===== config.mk =====
export PLATFORM = sky130hd
export DESIGN_NAME = bdfs_scheduler
export DESIGN_NICKNAME = d
export VERILOG_FILES = /design/src/rtl/bdfs_pkg.sv /design/src/rtl/bdfs_visited.sv /design/src/rtl/bdfs_frame_stack.sv /design/src/rtl/bdfs_edge_fifo.sv /design/src/rtl/bdfs_scheduler.sv
export SDC_FILE = /design/constraint.sdc
export NUM_CORES = 1
export LEC_CHECK = 0
export ABC_AREA = 1
export CORE_MARGIN = 1
export CORE_UTILIZATION = 53
export CTS_BUF_LIST = sky130_fd_sc_hd__clkbuf_2
export DETAILED_ROUTE_END_ITERATION = 12
export GPL_TIMING_DRIVEN = 0
export PLACE_DENSITY = 0.71
export SLEW_MARGIN = 25
export SYNTH_ARGS = -nofsm -noshare
export SYNTH_HDL_FRONTEND = slang
export SYNTH_SLANG_ARGS = --single-unit

===== constraint.sdc =====
create_clock -name clk -period 9.3 [get_ports clk]
set_clock_uncertainty 0.1 [all_clocks]
set_input_delay 2.325 -clock clk [delete_from_list [all_inputs] [get_ports clk]]
set_output_delay 2.325 -clock clk [all_outputs]
set_load 0.005 [all_outputs]

===== src/rtl/bdfs_pkg.sv =====
package bdfs_pkg;

  typedef enum logic [3:0] {
    ST_IDLE,
    ST_ROOT,
    ST_OLO_REQ,
    ST_OLO_WAIT,
    ST_OHI_REQ,
    ST_OHI_WAIT,
    ST_NEXT,
    ST_NBR_REQ,
    ST_NBR_WAIT,
    ST_EMIT,
    ST_DONE
  } walk_state_e;

endpackage


===== src/rtl/bdfs_visited.sv =====
module bdfs_visited #(
  parameter int N    = 64,
  parameter int IW   = $clog2(N)
) (
  input  logic          clk,
  input  logic          rst_n,
  input  logic          clr,
  input  logic          set_en,
  input  logic [IW-1:0] set_idx,
  input  logic [IW-1:0] rd_a_idx,
  output logic          rd_a,
  input  logic [IW-1:0] rd_b_idx,
  output logic          rd_b
);

  logic [N-1:0] bits_q;

  for (genvar i = 0; i < N; i++) begin : g_bit
    logic bit_en, bit_d;
    assign bit_en = clr | (set_en && (set_idx == IW'(i)));
    assign bit_d  = ~clr;
    always_ff @(posedge clk or negedge rst_n) begin
      if (!rst_n)      bits_q[i] <= 1'b0;
      else if (bit_en) bits_q[i] <= bit_d;
    end
  end

  assign rd_a = bits_q[rd_a_idx];
  assign rd_b = bits_q[rd_b_idx];

  AST_MARK_FRESH: assert property (@(posedge clk) disable iff (!rst_n)
    set_en |-> !bits_q[set_idx]);

endmodule


===== src/rtl/bdfs_frame_stack.sv =====
module bdfs_frame_stack #(
  parameter int DEPTH = 8,
  parameter int FW    = 38,
  parameter int LW    = $clog2(DEPTH + 1)
) (
  input  logic          clk,
  input  logic          rst_n,
  input  logic          clr,
  input  logic          push,
  input  logic          pop,
  input  logic [FW-1:0] din,
  output logic [FW-1:0] dout,
  output logic [LW-1:0] level
);

  localparam int IW = (DEPTH > 1) ? $clog2(DEPTH) : 1;

  logic [FW-1:0] mem_q [DEPTH];
  logic [LW-1:0] level_q, level_d;
  logic [IW-1:0] wr_idx, rd_idx;

  assign wr_idx = IW'(level_q);
  assign rd_idx = IW'(level_q - LW'(1));
  assign dout   = mem_q[rd_idx];
  assign level  = level_q;

  always_comb begin
    level_d = level_q;
    if (clr)       level_d = '0;
    else if (push) level_d = level_q + LW'(1);
    else if (pop)  level_d = level_q - LW'(1);
  end

  always_ff @(posedge clk or negedge rst_n) begin
    if (!rst_n) level_q <= '0;
    else        level_q <= level_d;
  end

  for (genvar i = 0; i < DEPTH; i++) begin : g_slot
    always_ff @(posedge clk) begin
      if (push && !clr && (wr_idx == IW'(i))) mem_q[i] <= din;
    end
  end

  AST_STACK_NO_OVERFLOW: assert property (@(posedge clk) disable iff (!rst_n)
    push |-> (level_q < LW'(DEPTH)));
  AST_STACK_NO_UNDERFLOW: assert property (@(posedge clk) disable iff (!rst_n)
    pop |-> (level_q != '0));

endmodule


===== src/rtl/bdfs_edge_fifo.sv =====
module bdfs_edge_fifo #(
  parameter int DEPTH = 4,
  parameter int W     = 12
) (
  input  logic         clk,
  input  logic         rst_n,
  input  logic         push,
  input  logic [W-1:0] din,
  output logic         full,
  input  logic         pop_req,
  output logic [W-1:0] dout,
  output logic         empty
);

  localparam int PW = (DEPTH > 1) ? $clog2(DEPTH) : 1;
  localparam int CW = $clog2(DEPTH + 1);

  logic [W-1:0]  mem_q [DEPTH];
  logic [PW-1:0] wp_q, wp_d, rp_q, rp_d;
  logic [CW-1:0] cnt_q, cnt_d;
  logic          do_pop, do_push;

  assign empty   = (cnt_q == '0);
  assign full    = (cnt_q == CW'(DEPTH));
  assign do_pop  = pop_req && !empty;
  assign do_push = push;
  assign dout    = mem_q[rp_q];

  always_comb begin
    wp_d  = wp_q;
    rp_d  = rp_q;
    cnt_d = cnt_q;
    if (do_push) wp_d = (wp_q == PW'(DEPTH - 1)) ? '0 : wp_q + PW'(1);
    if (do_pop)  rp_d = (rp_q == PW'(DEPTH - 1)) ? '0 : rp_q + PW'(1);
    if (do_push && !do_pop)      cnt_d = cnt_q + CW'(1);
    else if (do_pop && !do_push) cnt_d = cnt_q - CW'(1);
  end

  always_ff @(posedge clk or negedge rst_n) begin
    if (!rst_n) begin
      wp_q  <= '0;
      rp_q  <= '0;
      cnt_q <= '0;
    end else begin
      wp_q  <= wp_d;
      rp_q  <= rp_d;
      cnt_q <= cnt_d;
    end
  end

  for (genvar i = 0; i < DEPTH; i++) begin : g_slot
    always_ff @(posedge clk) begin
      if (do_push && (wp_q == PW'(i))) mem_q[i] <= din;
    end
  end

  AST_NO_OVERFLOW: assert property (@(posedge clk) disable iff (!rst_n)
    push |-> !full);

endmodule


===== src/rtl/bdfs_scheduler.sv =====
module bdfs_scheduler
  import bdfs_pkg::*;
#(
  parameter int MAX_VERTICES = 64,
  parameter int STACK_DEPTH  = 8,
  parameter int FIFO_DEPTH   = 4,
  parameter int ADDR_W       = 16,
  parameter int DATA_W       = 16,
  parameter int BOUND_W      = 8,
  parameter int VID_W        = $clog2(MAX_VERTICES)
) (
  input  logic               clk,
  input  logic               rst_n,
  input  logic               start,
  input  logic [ADDR_W-1:0]  cfg_offset_base,
  input  logic [ADDR_W-1:0]  cfg_neighbor_base,
  input  logic [VID_W:0]     cfg_num_vertices,
  input  logic [BOUND_W-1:0] cfg_depth_bound,
  output logic               rd_req_valid,
  output logic [ADDR_W-1:0]  rd_req_addr,
  input  logic               rd_req_ready,
  input  logic               rd_rsp_valid,
  input  logic [DATA_W-1:0]  rd_rsp_data,
  output logic               edge_valid,
  output logic [VID_W-1:0]   edge_src,
  output logic [VID_W-1:0]   edge_dst,
  input  logic               edge_ready,
  output logic               pf_valid,
  output logic [VID_W-1:0]   pf_vertex,
  output logic               busy,
  output logic               done
);

  localparam int CNT_W = VID_W + 1;
  localparam int LW    = $clog2(STACK_DEPTH + 1);
  localparam int FW    = VID_W + 2 * DATA_W;
  localparam int EW    = 2 * VID_W;

  walk_state_e        state_q, state_d;
  logic [ADDR_W-1:0]  obase_q, obase_d, nbase_q, nbase_d;
  logic [CNT_W-1:0]   nv_q, nv_d, root_q, root_d;
  logic [LW-1:0]      bound_q, bound_d;
  logic [VID_W-1:0]   cur_v_q, cur_v_d, nbr_q, nbr_d;
  logic [DATA_W-1:0]  cur_c_q, cur_c_d, cur_e_q, cur_e_d;

  logic               stk_clr, stk_push, stk_pop;
  logic [FW-1:0]      stk_din, stk_dout;
  logic [LW-1:0]      stk_level;
  logic               vis_clr, vis_set;
  logic [VID_W-1:0]   vis_idx;
  logic               root_seen, nbr_seen;
  logic               fifo_push, fifo_full, fifo_empty;
  logic [EW-1:0]      fifo_dout;
  logic [LW-1:0]      eff_bound;
  logic [CNT_W-1:0]   nv_clamped;

  // Configuration clamps applied when a traversal is launched.
  always_comb begin
    if (cfg_depth_bound == '0)                          eff_bound = LW'(1);
    else if (cfg_depth_bound > BOUND_W'(STACK_DEPTH))   eff_bound = LW'(STACK_DEPTH);
    else                                                eff_bound = LW'(cfg_depth_bound);
    nv_clamped = (cfg_num_vertices > CNT_W'(MAX_VERTICES)) ? CNT_W'(MAX_VERTICES)
                                                           : cfg_num_vertices;
  end

  bdfs_visited #(.N(MAX_VERTICES), .IW(VID_W)) u_visited (
    .clk      (clk),
    .rst_n    (rst_n),
    .clr      (vis_clr),
    .set_en   (vis_set),
    .set_idx  (vis_idx),
    .rd_a_idx (root_q[VID_W-1:0]),
    .rd_a     (root_seen),
    .rd_b_idx (nbr_q),
    .rd_b     (nbr_seen)
  );

  bdfs_frame_stack #(.DEPTH(STACK_DEPTH), .FW(FW), .LW(LW)) u_stack (
    .clk   (clk),
    .rst_n (rst_n),
    .clr   (stk_clr),
    .push  (stk_push),
    .pop   (stk_pop),
    .din   (stk_din),
    .dout  (stk_dout),
    .level (stk_level)
  );

  bdfs_edge_fifo #(.DEPTH(FIFO_DEPTH), .W(EW)) u_fifo (
    .clk     (clk),
    .rst_n   (rst_n),
    .push    (fifo_push),
    .din     ({cur_v_q, nbr_q}),
    .full    (fifo_full),
    .pop_req (edge_ready),
    .dout    (fifo_dout),
    .empty   (fifo_empty)
  );

  assign edge_valid = !fifo_empty;
  assign edge_src   = fifo_dout[EW-1:VID_W];
  assign edge_dst   = fifo_dout[VID_W-1:0];
  assign pf_valid   = fifo_push;
  assign pf_vertex  = nbr_q;
  assign busy       = (state_q != ST_IDLE) && (state_q != ST_DONE);
  assign done       = (state_q == ST_DONE);
  assign stk_din    = {cur_v_q, cur_c_q + DATA_W'(1), cur_e_q};

  // Exploration sequencing: next-state and datapath selects.
  always_comb begin
    state_d      = state_q;
    obase_d      = obase_q;
    nbase_d      = nbase_q;
    nv_d         = nv_q;
    bound_d      = bound_q;
    root_d       = root_q;
    cur_v_d      = cur_v_q;
    cur_c_d      = cur_c_q;
    cur_e_d      = cur_e_q;
    nbr_d        = nbr_q;
    stk_clr      = 1'b0;
    stk_push     = 1'b0;
    stk_pop      = 1'b0;
    vis_clr      = 1'b0;
    vis_set      = 1'b0;
    vis_idx      = root_q[VID_W-1:0];
    fifo_push    = 1'b0;
    rd_req_valid = 1'b0;
    rd_req_addr  = obase_q + ADDR_W'(cur_v_q);

    unique case (state_q)
      ST_IDLE, ST_DONE: begin
        if (start) begin
          obase_d = cfg_offset_base;
          nbase_d = cfg_neighbor_base;
          nv_d    = nv_clamped;
          bound_d = eff_bound;
          root_d  = '0;
          stk_clr = 1'b1;
          vis_clr = 1'b1;
          state_d = ST_ROOT;
        end
      end
      ST_ROOT: begin
        if (root_q >= nv_q) begin
          state_d = ST_DONE;
        end else if (root_seen) begin
          root_d = root_q + CNT_W'(1);
        end else begin
          vis_set = 1'b1;
          cur_v_d = root_q[VID_W-1:0];
          state_d = ST_OLO_REQ;
        end
      end
      ST_OLO_REQ: begin
        rd_req_valid = 1'b1;
        if (rd_req_ready) state_d = ST_OLO_WAIT;
      end
      ST_OLO_WAIT: begin
        if (rd_rsp_valid) begin
          cur_c_d = rd_rsp_data;
          state_d = ST_OHI_REQ;
        end
      end
      ST_OHI_REQ: begin
        rd_req_valid = 1'b1;
        rd_req_addr  = obase_q + ADDR_W'(cur_v_q) + ADDR_W'(1);
        if (rd_req_ready) state_d = ST_OHI_WAIT;
      end
      ST_OHI_WAIT: begin
        if (rd_rsp_valid) begin
          cur_e_d = rd_rsp_data;
          state_d = ST_NEXT;
        end
      end
      ST_NEXT: begin
        if (cur_c_q == cur_e_q) begin
          if (stk_level == '0) begin
            state_d = ST_ROOT;
          end else begin
            stk_pop = 1'b1;
            {cur_v_d, cur_c_d, cur_e_d} = stk_dout;
          end
        end else begin
          state_d = ST_NBR_REQ;
        end
      end
      ST_NBR_REQ: begin
        rd_req_valid = 1'b1;
        rd_req_addr  = nbase_q + ADDR_W'(cur_c_q);
        if (rd_req_ready) state_d = ST_NBR_WAIT;
      end
      ST_NBR_WAIT: begin
        if (rd_rsp_valid) begin
          nbr_d   = rd_rsp_data[VID_W-1:0];
          state_d = ST_EMIT;
        end
      end
      ST_EMIT: begin
        if (!fifo_full) begin
          fifo_push = 1'b1;
          if (!nbr_seen && ((stk_level + LW'(1)) < bound_q)) begin
            stk_push = 1'b1;
            vis_set  = 1'b1;
            vis_idx  = nbr_q;
            cur_v_d  = nbr_q;
            state_d  = ST_OLO_REQ;
          end else begin
            cur_c_d  = cur_c_q + DATA_W'(1);
            state_d  = ST_NEXT;
          end
        end
      end
      default: state_d = ST_IDLE;
    endcase
  end

  always_ff @(posedge clk or negedge rst_n) begin
    if (!rst_n) begin
      state_q <= ST_IDLE;
      obase_q <= '0;
      nbase_q <= '0;
      nv_q    <= '0;
      bound_q <= '0;
      root_q  <= '0;
      cur_v_q <= '0;
      cur_c_q <= '0;
      cur_e_q <= '0;
      nbr_q   <= '0;
    end else begin
      state_q <= state_d;
      obase_q <= obase_d;
      nbase_q <= nbase_d;
      nv_q    <= nv_d;
      bound_q <= bound_d;
      root_q  <= root_d;
      cur_v_q <= cur_v_d;
      cur_c_q <= cur_c_d;
      cur_e_q <= cur_e_d;
      nbr_q   <= nbr_d;
    end
  end

  AST_REQ_HOLD: assert property (@(posedge clk) disable iff (!rst_n)
    (rd_req_valid && !rd_req_ready) |=> (rd_req_valid && $stable(rd_req_addr)));
  AST_DEPTH_CAP: assert property (@(posedge clk) disable iff (!rst_n)
    busy |-> (stk_level < bound_q));
  AST_STALL_KEEPS: assert property (@(posedge clk) disable iff (!rst_n)
    (state_q == ST_EMIT && fifo_full) |=> ($stable(stk_level) && $stable(cur_v_q) && $stable(cur_c_q)));
  AST_DONE_QUIET: assert property (@(posedge clk) disable iff (!rst_n)
    done |-> (!rd_req_valid && !pf_valid && !busy));
  AST_PF_ONESHOT: assert property (@(posedge clk) disable iff (!rst_n)
    pf_valid |=> !pf_valid);

endmodule


==> results_dict.tcl <==
set metrics [dict create \
    numCtsBuffers 135 \
    insertion_delay_ns 1.33 \
    synth_edf_count 352 \
    hpwl_microns 55840 \
    htreeDepth 4 \
    clk_path_buf_depth 3 \
    avgSynthCellArea_sq_um 10.02 \
    wl_per_cell_microns 22.42 \
    die_w_microns 219.9 \
    worstPathRequired_ns 6.88 \
    synth-async-reset-ratio_pct 32.95 \
    post_cts_resized 0 \
    routed_wl_microns 78530 \
    cp-start-kind "flop" \
    postCtsHoldBufs 0 \
    slew_viol_final 0 \
    crit_type "flop to primary output" \
    dpl.cell_count 3252 \
    power_density_nw_per_um2 310.4 \
    grt_pass1_wl_microns 119300 \
    remaining_drc_errors 0 \
    worstPathCellList "ha_1 -> inv_1 -> fa_1 -> xnor2_1 -> inv_1 -> nor3_1 -> and2_1 -> nand2_1 -> nor2_1 -> nand2_1 -> nor2_1 -> nand2_1 -> o21ai_0 -> nand3_1 -> o211ai_1 -> clkdlybuf4s50_1" \
    fin_cells 3502 \
    synth.largest_area_cell "edfxtp_1" \
    netlist_instances 2513 \
    postCtsSetupRepairBufs 0 \
    ioPinCount 108 \
    fp.dieH_microns 219.9 \
    netlist_top_cells_area "edfxtp_1 42%, dfrtp_1 17%, nand2_1 6.7%" \
    status "complete, no violations" \
    syn_area_sq_um 25170 \
    ys_types 54 \
    yosysMostFrequentCell "nand2_1" \
    maxSlewHeadroom_pct 32.78 \
    vias 21022 \
    hold_viol 0 \
    gp_congestion 0.9703 \
    max_freq_mhz 130.7 \
    cp_max_fo 14 \
    clk_pin_slew_ns 0.10 \
    yosysSeqAreaShare_pct 59.19 \
    period_minus_slack_ns 7.649 \
    drtAntennaViolNets 0 \
    synth_top_area_share_pct 41.99 \
    grt_pass1_vias 20590 \
    core_area_sq_um 46650 \
    drive_gt1_share_pct 11.51 \
    ys.flop_type "edfxtp_1" \
    power.leakage_nw 11.26 \
    cpPeakStageDelay_ns 0.75 \
    crit_family "simple AND/OR/NAND/NOR gates" \
    crit_path_end_kind "primary output" \
    overflow 0 \
    timing.final.crit_share_pct 82.25 \
    setup_violations 0 \
    initial_utilization_pct 53.95 \
    cp_slowest_cell "dfrtp_1" \
    ys.warnings.count 0 \
    synthTopCellsByCount "449 x nand2_1, 352 x edfxtp_1, 267 x nor2_1" \
    fill_cells 3948 \
    antenna_found_initial 4 \
    clkSinkCount 525 \
    vdd_ir_drop_max_mv 0.1743 \
    vias_per_cell 6.003 \
    cp_common_cell "nand2_1" \
    grt_usage_pct 33.38 \
    die_area_sq_um 48370 \
    final_nets 2902 \
    post-route-util_pct 61.63 \
    rsz0062_at_grt "no" \
    drtPass1Iterations 7 \
    synth_seq_cells 525 \
    io_buffer_count 107 \
    arrival_ns 5.22 \
    grt_max_degree 90 \
    first_iter_violations 2400 \
    drv_cap 0 \
    synth_nets 2632 \
    cts_root_buffer "clkbuf_2" \
    hold_path_class "flop to flop" \
    critical_path_buf_inv_count 3 \
    num_rows 79 \
    worst_pin_slew_ns 1.001 \
    tritoncts "yes" \
    synthToLayoutAreaGrowth_pct 14.23 \
]
[per-stage QoR]
stage               power (mW)  hold slack [ns]  setup slack (ns)  cell area [sq um]  TNS [ns]
global route             9.433           0.4199             1.148              28750         0
CTS                      8.855           0.3986             1.580              28740         0
finish                   8.925           0.3966             1.651              28750         0
global placement         7.064           0.3693            -1.629              27000   -282.17
floorplan                5.622           0.3530             3.526              25170         0
detailed placement       7.193           0.3758             3.045              27430         0
[state kept, by name, indices dropped and copies added (netlist names), 6 cells and up]
register,flops
u_fifo.mem_q,48
nbase_q,16
cur_v_q,6
nv_q,7
pf_vertex,6
u_visited.bits_q,64
u_stack.mem_q,304
cur_c_q,16
obase_q,16
cur_e_q,16
root_q,7
[layer usage]
layer / vias up / part of all wire [%] / track usage, %
met4: 4 / 2.5 / 11.66
met3: 166 / 10 / 8.709
met1: 10191 / 41 / 45.31
li1: 9469 / - / -
met2: 1192 / 46 / 51.93
met5: - / 0.029 / 0
[logic make-up after synthesis]
logic type / count (synthesis) / synth area share (%)
simple gates: 942 / 15.73
flops: 525 / 59.19
xor+xnor: 41 / 1.427
buf+inv: 353 / 5.622
fa+ha+maj: 50 / 2.575
mux: 54 / 2.227
compound gates: 548 / 13.23
[where the power goes]
group / total, mW / internal (mW) / leakage (nW) / switching, mW
Combinational: 3.93 / 1.29 / 4.82 / 2.64
Clock: 1.67 / 0.694 / 0.983 / 0.973
Sequential: 3.33 / 2.94 / 5.46 / 0.392
[cell usage in the layout, fill, tap and decap left out, types with 15 or more instances in the layout]
| cell type | count |
|---|---|
| a21oi_1 | 100 |
| buf_4 | 19 |
| clkbuf_1 | 91 |
| clkbuf_2 | 201 |
| clkdlybuf4s50_1 | 106 |
| clkinv_1 | 30 |
| dfrtp_1 | 173 |
| edfxtp_1 | 352 |
| ha_1 | 47 |
| inv_1 | 223 |
| mux2_2 | 16 |
| mux2i_1 | 38 |
| nand2_1 | 449 |
| nand3_1 | 151 |
| nand4_1 | 16 |
| nor2_1 | 258 |
| nor3_1 | 15 |
| o211ai_1 | 62 |
| o21ai_0 | 230 |
| o21ai_1 | 24 |
| o221ai_1 | 55 |
| o22ai_1 | 16 |
| o32ai_1 | 38 |
| xnor2_1 | 16 |
| xor2_1 | 25 |
[worst register-to-register path, stage by stage (launching register included)]
cell      delay (ns)
dfrtp_1         0.46
clkbuf_1        0.32
inv_2           0.27
clkbuf_1        0.52
clkbuf_1        0.61
ha_1            0.33
clkbuf_1        0.53
clkbuf_1        0.63
buf_1           0.63
o221ai_1        0.28
o211ai_1        0.27
o221ai_1        0.20
nand3_1         0.13
nand2_1         0.06
[worst paths after layout]
check | from | end | slack (ns) | cells past startpoint
min in group asynchronous | rst_n | u_visited.bits_q[12] | 0.91 | 1
worst max-delay path | cur_v_q[0] | rd_req_addr[11] | 1.65 | 16
worst min register to register | nbase_q[5] | nbase_q[5] | 0.40 | 2
max in group asynchronous | rst_n | cur_c_q[11] | 7.27 | 2
worst max register to register | u_stack.level[0] | cur_v_q[4] | 3.84 | 13
worst min-delay path | nbase_q[5] | nbase_q[5] | 0.40 | 2
[layout make-up]
cell class | count | area (sq um) | share of cell area (%)
Clock buffer | 201 | 1006 | 3.499
Inverter | 229 | 862.1 | 2.998
Antenna cell | 3 | 7.507 | 0.02611
Buffer | 124 | 553.0 | 1.923
Sequential cell | 525 | 14900 | 51.82
Tap cell | 607 | 759.5 | 2.641
Multi-Input combinational cell | 1635 | 8920 | 31.02
Timing Repair Buffer | 133 | 1448 | 5.035
Clock inverter | 45 | 299.0 | 1.040
Note: power is estimated with default switching activity, not from simulation.
